===== src/rtl/pwm_edge_pkg.sv =====
package pwm_edge_pkg;
    typedef enum logic [2:0] {
        OP_PERIOD = 3'd0,
        OP_DUTY   = 3'd1,
        OP_RELOAD = 3'd2,
        OP_RUN    = 3'd3,
        OP_RATE   = 3'd4
    } pwm_op_e;

    typedef enum logic [1:0] {
        RSP_OK    = 2'd0,
        RSP_UNSUP = 2'd1,
        RSP_BUSY  = 2'd2
    } pwm_rsp_e;
endpackage


===== src/rtl/pwm_cmd_check.sv =====
module pwm_cmd_check
    import pwm_edge_pkg::*;
#(
    parameter int NUM_CH   = 4,
    parameter int CH_IDX_W = 4,
    parameter int CNT_W    = 16
) (
    input  logic                cmd_valid,
    input  logic [2:0]          cmd_op,
    input  logic [CH_IDX_W-1:0] cmd_ch,
    input  logic [CNT_W-1:0]    cmd_data,
    input  logic [NUM_CH-1:0]   cap_arm,
    input  logic [CNT_W-1:0]    cur_mod,
    output logic [1:0]          rsp_code,
    output logic                acc_period_chg,
    output logic                acc_period_same,
    output logic                acc_duty,
    output logic                acc_reload,
    output logic                acc_run,
    output logic                acc_rate
);
    logic                ch_ok;
    logic                pair_busy;
    logic [CH_IDX_W-1:0] odd_idx;

    always_comb begin
        ch_ok     = (cmd_ch < CH_IDX_W'(NUM_CH));
        odd_idx   = cmd_ch | CH_IDX_W'(1);
        pair_busy = 1'b0;
        for (int i = 0; i < NUM_CH; i++) begin
            if (CH_IDX_W'(i) == odd_idx) pair_busy = cap_arm[i];
        end
    end

    always_comb begin
        rsp_code        = RSP_OK;
        acc_period_chg  = 1'b0;
        acc_period_same = 1'b0;
        acc_duty        = 1'b0;
        acc_reload      = 1'b0;
        acc_run         = 1'b0;
        acc_rate        = 1'b0;
        if (cmd_valid) begin
            case (pwm_op_e'(cmd_op))
                OP_PERIOD: begin
                    if (cmd_data == '0)           rsp_code = RSP_UNSUP;
                    else if (cmd_data == cur_mod) acc_period_same = 1'b1;
                    else if (|cap_arm)            rsp_code = RSP_BUSY;
                    else                          acc_period_chg = 1'b1;
                end
                OP_DUTY: begin
                    if (!ch_ok)         rsp_code = RSP_UNSUP;
                    else if (pair_busy) rsp_code = RSP_BUSY;
                    else                acc_duty = 1'b1;
                end
                OP_RELOAD: acc_reload = 1'b1;
                OP_RUN:    acc_run    = 1'b1;
                OP_RATE:   acc_rate   = 1'b1;
                default:   rsp_code   = RSP_UNSUP;
            endcase
        end
    end
endmodule


===== src/rtl/pwm_timebase.sv =====
module pwm_timebase #(
    parameter int CNT_W        = 16,
    parameter int PRESCALE_EXP = 0
) (
    input  logic             clk,
    input  logic             rst_n,
    input  logic             run,
    input  logic             restart,
    input  logic [CNT_W-1:0] mod,
    output logic [CNT_W-1:0] cnt
);
    localparam int PW = (PRESCALE_EXP > 0) ? PRESCALE_EXP : 1;

    typedef struct packed {
        logic [PW-1:0]    pre;
        logic [CNT_W-1:0] cnt;
    } tb_state_t;

    tb_state_t st_d, st_q;
    logic      tick;

    generate
        if (PRESCALE_EXP == 0) begin : g_no_div
            assign tick = 1'b1;
        end else begin : g_div
            assign tick = &st_q.pre;
        end
    endgenerate

    always_comb begin
        st_d = st_q;
        if (restart) begin
            st_d.pre = '0;
            st_d.cnt = '0;
        end else if (run) begin
            st_d.pre = st_q.pre + PW'(1);
            if (tick) st_d.cnt = (st_q.cnt >= mod) ? '0 : st_q.cnt + CNT_W'(1);
        end
    end

    always_ff @(posedge clk or negedge rst_n) begin
        if (!rst_n) st_q <= '0;
        else        st_q <= st_d;
    end

    assign cnt = st_q.cnt;
endmodule


===== src/rtl/pwm_channel.sv =====
module pwm_channel #(
    parameter int CNT_W = 16
) (
    input  logic             clk,
    input  logic             rst_n,
    input  logic [CNT_W-1:0] cnt,
    input  logic [CNT_W-1:0] mod,
    input  logic [CNT_W-1:0] duty,
    input  logic             inv,
    input  logic             en,
    output logic             pwm
);
    logic active;
    logic pwm_d, pwm_q;

    always_comb begin
        active = (duty >= mod) || (cnt < duty);
        pwm_d  = en ? (active ^ inv) : 1'b0;
    end

    always_ff @(posedge clk or negedge rst_n) begin
        if (!rst_n) pwm_q <= 1'b0;
        else        pwm_q <= pwm_d;
    end

    assign pwm = pwm_q;
endmodule


===== src/rtl/pwm_edge_gen.sv =====
module pwm_edge_gen
    import pwm_edge_pkg::*;
#(
    parameter int NUM_CH       = 4,
    parameter int CH_IDX_W     = 4,
    parameter int CNT_W        = 16,
    parameter int RATE_W       = 32,
    parameter int CLK_HZ       = 50_000_000,
    parameter int PRESCALE_EXP = 0,
    parameter int MOD_RESET    = 255
) (
    input  logic                clk,
    input  logic                rst_n,
    input  logic                cmd_valid,
    input  logic [2:0]          cmd_op,
    input  logic [CH_IDX_W-1:0] cmd_ch,
    input  logic                cmd_inv,
    input  logic [CNT_W-1:0]    cmd_data,
    input  logic [NUM_CH-1:0]   cap_arm,
    output logic                resp_valid,
    output logic [1:0]          resp_code,
    output logic [RATE_W-1:0]   resp_data,
    output logic [NUM_CH-1:0]   pwm_out
);
    localparam logic [RATE_W-1:0] TICK_RATE = RATE_W'(CLK_HZ >> PRESCALE_EXP);

    typedef struct packed {
        logic [CNT_W-1:0]             mod;
        logic                         run;
        logic [NUM_CH-1:0][CNT_W-1:0] sh_duty;
        logic [NUM_CH-1:0][CNT_W-1:0] act_duty;
        logic [NUM_CH-1:0]            sh_inv;
        logic [NUM_CH-1:0]            act_inv;
        logic [NUM_CH-1:0]            sh_en;
        logic [NUM_CH-1:0]            act_en;
        logic                         rsp_v;
        logic [1:0]                   rsp_code;
        logic [RATE_W-1:0]            rsp_data;
    } regs_t;

    regs_t r_d, r_q;

    logic [1:0]       chk_code;
    logic             acc_period_chg, acc_period_same, acc_duty;
    logic             acc_reload, acc_run, acc_rate;
    logic [CNT_W-1:0] cnt_w;
    logic [CNT_W-1:0] cur_mod;
    logic             run_now;

    assign cur_mod = r_q.mod;
    assign run_now = r_q.run;

    pwm_cmd_check #(
        .NUM_CH(NUM_CH), .CH_IDX_W(CH_IDX_W), .CNT_W(CNT_W)
    ) u_check (
        .cmd_valid(cmd_valid), .cmd_op(cmd_op), .cmd_ch(cmd_ch),
        .cmd_data(cmd_data), .cap_arm(cap_arm), .cur_mod(cur_mod),
        .rsp_code(chk_code), .acc_period_chg(acc_period_chg),
        .acc_period_same(acc_period_same), .acc_duty(acc_duty),
        .acc_reload(acc_reload), .acc_run(acc_run), .acc_rate(acc_rate)
    );

    always_comb begin
        r_d          = r_q;
        r_d.rsp_v    = cmd_valid;
        r_d.rsp_code = chk_code;
        r_d.rsp_data = acc_rate ? TICK_RATE : '0;
        if (acc_duty) begin
            for (int i = 0; i < NUM_CH; i++) begin
                if (CH_IDX_W'(i) == cmd_ch) begin
                    r_d.sh_duty[i] = cmd_data;
                    r_d.sh_inv[i]  = cmd_inv;
                    r_d.sh_en[i]   = 1'b1;
                end
            end
        end
        if (acc_reload || acc_period_chg || acc_period_same) begin
            r_d.act_duty = r_q.sh_duty;
            r_d.act_inv  = r_q.sh_inv;
            r_d.act_en   = r_q.sh_en;
        end
        if (acc_period_chg) begin
            r_d.mod = cmd_data;
            r_d.run = 1'b1;
        end
        if (acc_run) r_d.run = cmd_data[0];
    end

    always_ff @(posedge clk or negedge rst_n) begin
        if (!rst_n) begin
            r_q     <= '0;
            r_q.mod <= CNT_W'(MOD_RESET);
        end else begin
            r_q <= r_d;
        end
    end

    pwm_timebase #(
        .CNT_W(CNT_W), .PRESCALE_EXP(PRESCALE_EXP)
    ) u_timebase (
        .clk(clk), .rst_n(rst_n), .run(r_q.run), .restart(acc_period_chg),
        .mod(r_q.mod), .cnt(cnt_w)
    );

    generate
        for (genvar g = 0; g < NUM_CH; g++) begin : g_ch
            pwm_channel #(.CNT_W(CNT_W)) u_ch (
                .clk(clk), .rst_n(rst_n), .cnt(cnt_w), .mod(r_q.mod),
                .duty(r_q.act_duty[g]), .inv(r_q.act_inv[g]),
                .en(r_q.act_en[g]), .pwm(pwm_out[g])
            );
        end
    endgenerate

    assign resp_valid = r_q.rsp_v;
    assign resp_code  = r_q.rsp_code;
    assign resp_data  = r_q.rsp_data;
endmodule


===== config.mk =====
export PLATFORM = sky130hd
export DESIGN_NAME = pwm_edge_gen
export DESIGN_NICKNAME = d
export VERILOG_FILES = /design/src/rtl/pwm_edge_pkg.sv /design/src/rtl/pwm_cmd_check.sv /design/src/rtl/pwm_timebase.sv /design/src/rtl/pwm_channel.sv /design/src/rtl/pwm_edge_gen.sv
export SDC_FILE = /design/constraint.sdc
export NUM_CORES = 1
export LEC_CHECK = 0
export ABC_AREA = 1
export BUFFER_PORTS_ARGS = -buffer_cell sky130_fd_sc_hd__buf_2
export CAP_MARGIN = 0
export CORE_ASPECT_RATIO = 1.4
export CORE_MARGIN = 4
export CORE_UTILIZATION = 40
export CTS_BUF_LIST = sky130_fd_sc_hd__clkbuf_4
export DETAILED_ROUTE_END_ITERATION = 8
export SYNTH_ARGS = -nofsm -noshare
export SYNTH_HDL_FRONTEND = slang
export SYNTH_SLANG_ARGS = --single-unit

===== constraint.sdc =====
create_clock -name clk -period 2.1 [get_ports clk]
set_input_delay 0.21 -clock clk [delete_from_list [all_inputs] [get_ports clk]]
set_output_delay 0.21 -clock clk [all_outputs]
set_load 0.005 [all_outputs]

==> results.json <==
{
  "cp_top_family": "flip-flops",
  "finClkSkew_ns": 0.0319,
  "synth_cells": 1486,
  "slew_headroom_pct": 64.6,
  "grt_usage_pct": 20.0,
  "nFillCells": 2805,
  "worst_slack_ns": -0.0264,
  "maxCapViolCount": 0,
  "synth_seq_cells": 185,
  "start_util_pct": 40.8,
  "firstDrtPassIters": 5,
  "synthToLayoutAreaGrowth_pct": 17.8,
  "synth_area_per_cell_um2": 7.84,
  "drc": 0,
  "worst_setup_path_end_kind": "flop",
  "cts_buffers": 17,
  "setup_viol": 8,
  "avgViaCountPerCell": 5.13,
  "worst-setup-path-type": "reg2reg",
  "cts.sinks": 185,
  "peakVddDrop_v": 0.000605,
  "cp.arrival_ns": 2.73,
  "routed_wl_um": 34400,
  "regToRegSetupSlack_ns": -0.03,
  "dp_hpwl_um": 22600,
  "grt_max_degree": 73,
  "period_minus_slack_ns": 2.13,
  "ios": 70,
  "fin_util_pct": 48.0,
  "worstMarginPinSlew_ns": 0.531,
  "ctsHtreeMaxLevel": 4,
  "wl_per_cell_um": 17.4,
  "status": "finished, violations left",
  "clock.fmax_mhz": 470,
  "slowest_delay_ns": 0.60,
  "rr_endpoint": "u_timebase.cnt[13]$_DFFE_PN0P_",
  "drt-initial-drc-count": 633,
  "die-height_um": 210,
  "path_clk_slew_ns": 0.16,
  "yosysWarnings": 0,
  "startpoint_type": "flop",
  "crit_slowest_cell": "dfstp_2",
  "drive_gt1_share_pct": 17.1,
  "drv_slew": 0,
  "violations": "setup timing",
  "finalSetupTns_ns": -0.0980,
  "insertion_delay_ns": 0.66,
  "grt-ovfl-total": 0,
  "path_max_fanout": 7,
  "path_cells": "clkinvlp_4 -> buf_12 -> ha_4 -> a21oi_1 -> o21a_1 -> nand2_2 -> a21oi_2 -> inv_1 -> nor2_2 -> buf_6 -> nand2_1 -> nand2_1",
  "antenna_found_initial": 2,
  "rsz0062_at_grt": "true",
  "rows": 73,
  "die_w_um": 152,
  "dieArea_um2": 32000,
  "rr_worst_depth": 12,
  "most-common-layout-cells": "nand2_1 (445), dfrtp_1 (177), inv_1 (152)",
  "synth_cell_types": 33,
  "grt_pass1_vias": 9481,
  "clockRootBuffer": "clkbuf_4",
  "portBuffers": 49,
  "drt.antenna.violating_nets": 0,
  "critPathRequiredTime_ns": 2.70,
  "cpMostUsedCell": "nand2_1",
  "vias": 10100,
  "rr_startpoint": "cur_mod[5]$_DFFE_PN1P_",
  "tritoncts": "done",
  "powerDensity_nw_per_um2": 645,
  "final_common_cell": "nand2_1",
  "hold_viol": 0,
  "ys_seq_area_share_pct": 39.8,
  "critPathBufInv": 4,
  "syn_area_um2": 11700,
  "fin_crit_sh_pct": 101,
  "grt_pass1_wl_um": 50900,
  "leakage_nw": 7.37,
  "core_area_um2": 28600,
  "min_path_type": "in2async",
  "layout.nets": 1754,
  "gp_congestion": 0.886,
  "cts_buffer_depth": 2
}
==> final cells by class <==
type | count | area (um^2) | share of cell area (%)
Antenna cell | 2 | 5.00 | 0.0364
Clock buffer | 17 | 128 | 0.929
Clock inverter | 14 | 208 | 1.51
Inverter | 180 | 687 | 5.00
Multi-Input combinational cell | 1055 | 6260 | 45.6
Sequential cell | 185 | 4640 | 33.8
Tap cell | 375 | 469 | 3.42
Timing Repair Buffer | 143 | 1330 | 9.71
==> power by group <==
group          switching, mW  internal, mW
logic                   1.57         0.994
clock network           1.40         0.979
registers              0.163          3.75
total                   3.13          5.72
==> flip-flops by register name, summed over array words and instances, names as in the netlist <==
| name | count |
|---|---|
| r_q | 144 |
| cur_mod | 16 |
| u_timebase.cnt | 16 |
| g_ch.u_ch.pwm | 4 |
| resp_code | 2 |
| resp_data | 1 |
| resp_valid | 1 |
| run_now | 1 |
==> routing by layer <==
layer | wire, um | up-vias | GRT usage, %
met5 | 0 | - | 0
met4 | 1260 | 0 | 6.92
met3 | 1390 | 62 | 2.75
met2 | 16500 | 250 | 32.7
met1 | 15300 | 4802 | 27.3
li1 | - | 4990 | -
==> cells by family after synthesis <==
family          count (synthesis)  share of synthesized area (%)
simple gates                  708                           26.0
buf+inv                       266                           10.6
flops                         185                           39.8
compound gates                173                           7.53
fa+ha+maj                     141                           15.1
xor+xnor                       12                          0.902
other cells                     1                         0.0322
==> through the flow <==
step           area [um^2]  cells  total power, mW  hold WS, ns  worst slack, ns
4_1_cts              13000   1950             8.62       0.0490          0.00758
5_1_grt              13700   1971             9.40       0.0842           -0.141
3_5_place_dp         12300   1892             6.20        0.221         -0.00968
3_3_place_gp         12300   1892             6.15        0.231          -0.0530
2_1_floorplan        11700   1505             5.36      -0.0856            0.142
6_report             13700   1971             8.86       0.0777          -0.0264
==> how the worst max path moves through the flow <==
stage / slack (ns) / cells past startpoint / start / endpoint
6_report: -0.03 / 12 / cur_mod[5]$_DFFE_PN1P_ / u_timebase.cnt[13]$_DFFE_PN0P_
5_1_grt: -0.14 / 12 / cur_mod[5]$_DFFE_PN1P_ / u_timebase.cnt[10]$_DFFE_PN0P_
3_3_place_gp: -0.05 / 12 / cur_mod[0]$_DFFE_PN1P_ / r_q[109]$_DFFE_PN0P_
4_1_cts: 0.008 / 11 / cur_mod[1]$_DFFE_PN1P_ / g_ch[1].u_ch.pwm$_DFF_PN0_
3_5_place_dp: -0.01 / 11 / cur_mod[7]$_DFFE_PN1P_ / g_ch[3].u_ch.pwm$_DFF_PN0_
2_1_floorplan: 0.14 / 11 / cur_mod[7]$_DFFE_PN1P_ / u_timebase.cnt[0]$_DFFE_PN0P_
==> synthesized netlist by cell type <==
library cell / count / share of area (%)
nor4_1: 4 / 0.21
buf_2: 14 / 0.60
or2_1: 1 / 0.054
nor3_1: 23 / 0.99
dfstp_2: 8 / 1.8
buf_6: 2 / 0.19
inv_2: 18 / 0.58
nand2_4: 6 / 0.58
nand3_1: 38 / 1.6
and3_1: 1 / 0.054
nor2_2: 3 / 0.16
nand3_4: 1 / 0.15
nand4_1: 82 / 4.4
a21o_1: 1 / 0.064
buf_4: 54 / 3.5
o21a_1: 2 / 0.13
nand2_1: 478 / 15
clkbuf_1: 15 / 0.48
conb_1: 1 / 0.032
nand3_2: 1 / 0.086
nand2_2: 2 / 0.11
dfrtp_1: 177 / 38
o21ai_1: 18 / 0.77
nor2_1: 68 / 2.2
clkbuf_2: 1 / 0.043
ha_1: 141 / 15
a31oi_1: 1 / 0.054
a21oi_1: 62 / 2.7
o21ai_0: 86 / 3.7
xnor2_1: 1 / 0.075
o22ai_1: 3 / 0.16
xor2_1: 11 / 0.83
inv_1: 162 / 5.2
==> timing repair <==
item | CTS | global route
hold buffers | 25 | 0
endpoints found under the hold margin | 269 | 0
gates cloned | 0 | 13
pin swaps | 0 | 52
setup endpoints to repair | 62 | 109
buffers inserted | 2 | 8
gates resized for setup | 5 | 107
(Power assumes the default switching activity.)
